--- config.mk ---
export PLATFORM = sky130hd
export DESIGN_NAME = fp_round_unit
export DESIGN_NICKNAME = d
export VERILOG_FILES = /design/src/rtl/fp_round_unit.sv
export SDC_FILE = /design/constraint.sdc
export NUM_CORES = 1
export LEC_CHECK = 0
export ABC_AREA = 1
export BUFFER_PORTS_ARGS = -buffer_cell sky130_fd_sc_hd__buf_2
export CAP_MARGIN = 30
export CORE_ASPECT_RATIO = 0.8
export CORE_MARGIN = 1.5
export CORE_UTILIZATION = 56
export DETAILED_ROUTE_END_ITERATION = 6
export GPL_TIMING_DRIVEN = 0
export PLACE_DENSITY = 0.86
export SYNTH_ARGS = -nofsm -noshare
export SYNTH_HDL_FRONTEND = slang
export SYNTH_SLANG_ARGS = --single-unit
--- constraint.sdc ---
create_clock -name clk -period 1.2 [get_ports clk]
set_input_delay 0.24 -clock clk [delete_from_list [all_inputs] [get_ports clk]]
set_output_delay 0.24 -clock clk [all_outputs]
set_load 0.01 [all_outputs]
--- src/rtl/fp_round_unit.sv ---
module fp_round_unit #(
  parameter int EXP_W  = 8,
  parameter int FRAC_W = 23,
  parameter int GRD_W  = 3
) (
  input  logic              clk,
  input  logic              rst_n,
  input  logic              in_valid,
  input  logic              in_sign,
  input  logic [EXP_W-1:0]  in_exp,
  input  logic [FRAC_W+GRD_W:0] in_sig,
  input  logic [1:0]        in_mode,
  output logic              out_valid,
  output logic              out_sign,
  output logic [EXP_W-1:0]  out_exp,
  output logic [FRAC_W:0]   out_sig,
  output logic              out_inexact,
  output logic              out_overflow
);
  localparam int SIG_W  = FRAC_W + GRD_W + 1;
  localparam int KEEP_W = FRAC_W + 1;
  localparam logic [EXP_W-1:0] EXP_MAX = {EXP_W{1'b1}};
  localparam logic [GRD_W-1:0] HALF = GRD_W'(1) << (GRD_W - 1);
  localparam logic [1:0] RM_NEAR = 2'b00;
  localparam logic [1:0] RM_ZERO = 2'b01;
  localparam logic [1:0] RM_UP   = 2'b10;
  localparam logic [1:0] RM_DOWN = 2'b11;

  logic [KEEP_W-1:0] keep;
  logic [GRD_W-1:0]  disc;
  logic              sticky, above, tie, inc;
  logic [KEEP_W:0]   sum;
  logic              carry;
  logic [KEEP_W-1:0] rnd_sig;
  logic [EXP_W-1:0]  exp_inc, rnd_exp;
  logic              exp_top, ovf;

  assign keep   = in_sig[SIG_W-1:GRD_W];
  assign disc   = in_sig[GRD_W-1:0];
  assign sticky = |disc;
  assign above  = disc > HALF;
  assign tie    = disc == HALF;

  always_comb begin
    unique case (in_mode)
      RM_NEAR: inc = above | (tie & keep[0]);
      RM_ZERO: inc = 1'b0;
      RM_UP:   inc = sticky & ~in_sign;
      RM_DOWN: inc = sticky & in_sign;
      default: inc = 1'b0;
    endcase
  end

  assign sum     = {1'b0, keep} + {{KEEP_W{1'b0}}, inc};
  assign carry   = sum[KEEP_W];
  assign rnd_sig = carry ? sum[KEEP_W:1] : sum[KEEP_W-1:0];

  assign exp_top = in_exp == EXP_MAX;
  assign exp_inc = in_exp + EXP_W'(1);
  assign rnd_exp = !carry ? in_exp : (exp_top ? EXP_MAX : exp_inc);
  assign ovf     = carry & (exp_top | (exp_inc == EXP_MAX));

  always_ff @(posedge clk or negedge rst_n) begin
    if (!rst_n) begin
      out_valid    <= 1'b0;
      out_sign     <= 1'b0;
      out_exp      <= '0;
      out_sig      <= '0;
      out_inexact  <= 1'b0;
      out_overflow <= 1'b0;
    end else begin
      out_valid <= in_valid;
      if (in_valid) begin
        out_sign     <= in_sign;
        out_exp      <= rnd_exp;
        out_sig      <= rnd_sig;
        out_inexact  <= sticky;
        out_overflow <= ovf;
      end
    end
  end
endmodule

==> qor.yml <==
route:
  drt-total-wl_mm: 8.10
  wl_met1_mm: 3.23
  wl_per_cell_um: 15.6
  met2_wirelength_mm: 3.84
  post-route-drc-count: 0
  final_antenna_net_count: 0
  top_layer: "met4"
  vias_per_cell: 5.60
  drtIter0Drc: 294
  drt-pass1-iter-count: 5
  wl_met3_um: 795
  vias: 2903
placement:
  placedCellCount: 493
  place.gp.congestion: 0.949
  place.port_buffers: 76
  placed_area_sq_mm: 0.00296
  place_ws_ps: -1040
  hpwl_mm: 4.84
critical_path:
  rrSetupSlack_ps: 510
  reg2reg_depth: 2
  reg2reg_to: "out_exp[7]$_DFFE_PN0P_"
  cp-end-kind: "flip-flop"
  reg2reg_from: "out_exp[7]$_DFFE_PN0P_"
  path_class: "in -> reg"
  start_kind: "input pin"
  worst-endpoint-required_ps: 1440
  crit_fanout: 3
  cp.arrival_ps: 2150
logic_synthesis:
  ys_types: 29
  ys.warnings.count: 0
  ys_seq_elements: 36
  syn-cell-area_sq_mm: 0.00248
  yosysSeqAreaShare: 0.364
  syn_area_per_cell_sq_um: 6.88
  syn_inst: 360
  synth.net_count: 405
sta:
  worst_slew_pin_slew_ps: 792
  worst_slack_ps: -716
  relSlewSlack: 0.472
  clock_skew_ps: 0
  hold_violations: 0
  fin_tns_setup_ps: -20380
  period_share: 1.60
  period_needed_ps: 1920
  setup_viol: 33
  rsz0062_at_grt: "yes"
  fmax_mhz: 522
  holdWs_ps: 10.3
  drv_slew: 0
floorplanning:
  initial_utilization: 0.589
  core_area_sq_mm: 0.00420
  die_h_um: 62.5
  die_w_um: 77.3
  rows: 21
  dieArea_sq_mm: 0.00483
  num_io_pins: 77
cts:
  htree_num_levels: 2
  cts_buffers: 5
  cts-root-buf: "clkbuf_8"
  cts_tree: "done"
  clkTransAtPathRegs_ps: 80
  clock_latency_ps: 300
  clockBufferDepth: 2
  hold_buffers: 0
  clkSinkCount: 36
power:
  ir_worst_vdd_mv: 0.677
  internal_power_mw: 2.24
  clkPwrFrac: 0.337
  swShare: 0.315
  p_leak_nw: 1.87
  power_mw: 3.27
  pwr-share-seq: 0.422
  p_per_area_mw_per_mm2: 954
  pwr-share-comb: 0.241
  p_sw_mw: 1.03
final_layout:
  final_nets: 505
  drive_gt1_frac: 0.371
  synthToLayoutAreaGrowth_pct: 38.5
  nFillCells: 258
  final_common_cell: "nand2_1"
  layout.cells.most_common_list: "nand2_1 (128), buf_2 (72), nor2_1 (42)"
  instances_no_fill: 518
  final_cell_area_sq_mm: 0.00343
  fin_util: 0.815
  num_antenna_cells: 0
global_route:
  grt_pass1_wl_mm: 12.1
  gr-usage-all-layers: 0.319
  grt_max_degree: 37
  grt_antenna_before_repair: 0
  grt_pass1_vias: 2529
  grt_overflow: 0
worst_hold_path:
  min_path_type: "in -> async"
job:
  drv_cap: 0
status:
  violations: "negative setup slack"
  status: "finished with violations"
critical path, cell delays in order:
cell      delay [ps]
buf_6             70
nor2_4            40
nand2_2           50
a21oi_2           50
a311oi_2         260
ha_2             270
ha_4             170
nand2_4           70
buf_4            150
nor2_4           110
nand2_2           90
nor2_1           170
xor2_1           240
nand2_1           80
nand3_1           80
how the worst max path moves through the flow:
stage / from / endpoint / slack (ps) / depth (start not counted)
detailed placement: in_sig[1] / out_sig[3]$_DFFE_PN0P_ / -1040 / 15
floorplan: in_sig[1] / out_sig[4]$_DFFE_PN0P_ / -720 / 14
global route: in_sig[1] / out_sig[16]$_DFFE_PN0P_ / -840 / 15
finish: in_sig[1] / out_sig[16]$_DFFE_PN0P_ / -720 / 15
CTS: in_sign / out_sig[3]$_DFFE_PN0P_ / -620 / 14
global placement: in_sig[1] / out_sig[3]$_DFFE_PN0P_ / -1000 / 15
layout make-up:
class                      count  area [sq um]  area share
multi-input combinational    289          1640       0.478
sequential                    36           901       0.263
timing repair buffer          92           551       0.161
inverter                      29           113      0.0328
tap                           57          71.3      0.0208
clock buffer                   5          68.8      0.0201
clock inverter                 3          42.5      0.0124
buffer                         7          42.5      0.0124
power groups by stage:
| stage | logic [mW] | clock network (mW) | registers [mW] |
|---|---|---|---|
| after floorplan | 0.306 | 0 | 1.45 |
| after global placement | 0.661 | 0 | 1.39 |
| after detailed placement | 0.675 | 0 | 1.40 |
| after CTS | 0.712 | 1.10 | 1.38 |
| after global routing | 0.856 | 1.16 | 1.39 |
| final | 0.789 | 1.10 | 1.38 |
per-layer routing:
| layer | vias up | GRT usage |
|---|---|---|
| li1 | 1335 | - |
| met1 | 1325 | 0.443 |
| met2 | 210 | 0.500 |
| met3 | 33 | 0.0613 |
| met4 | 0 | 0.111 |
| met5 | - | 0 |
state kept, by name, summed over array words and instances (netlist names):
register,count
out_exp,8
out_overflow,1
out_sign,1
out_sig,24
out_inexact,1
out_valid,1
timing repair:
action / 4_1_cts / 5_1_grt
gates cloned: 3 / 0
setup buffers: 10 / 4
gates resized for setup: 26 / 39
endpoints found under the setup margin: 33 / 34
pin swaps: 16 / 21
cells in the mapped netlist (all sizes together):
master | number | share of area
and2 | 1 | 0.0025
a21oi | 3 | 0.0061
buf | 3 | 0.011
ha | 4 | 0.020
a21boi | 1 | 0.0030
dfrtp | 36 | 0.36
xnor2 | 9 | 0.032
nor2 | 53 | 0.10
nand4 | 8 | 0.028
o21ai | 10 | 0.022
nand2 | 155 | 0.24
a31oi | 1 | 0.0025
nand3b | 2 | 0.0061
xor2 | 7 | 0.025
nand3 | 33 | 0.077
a311oi | 1 | 0.0035
clkbuf | 4 | 0.0061
inv | 28 | 0.042
clkinv | 1 | 0.0015
cell families (layout without fill, tap and decap cells):
family          count (synthesis)  in the layout  share of synthesized area
flops                          36             36                      0.364
fa+ha+maj                       4              4                     0.0202
compound gates                 16             16                     0.0369
xor+xnor                       16             16                     0.0566
buf+inv                        36            136                     0.0611
simple gates                  252            253                      0.461
Power figures use the tool's default switching activity.
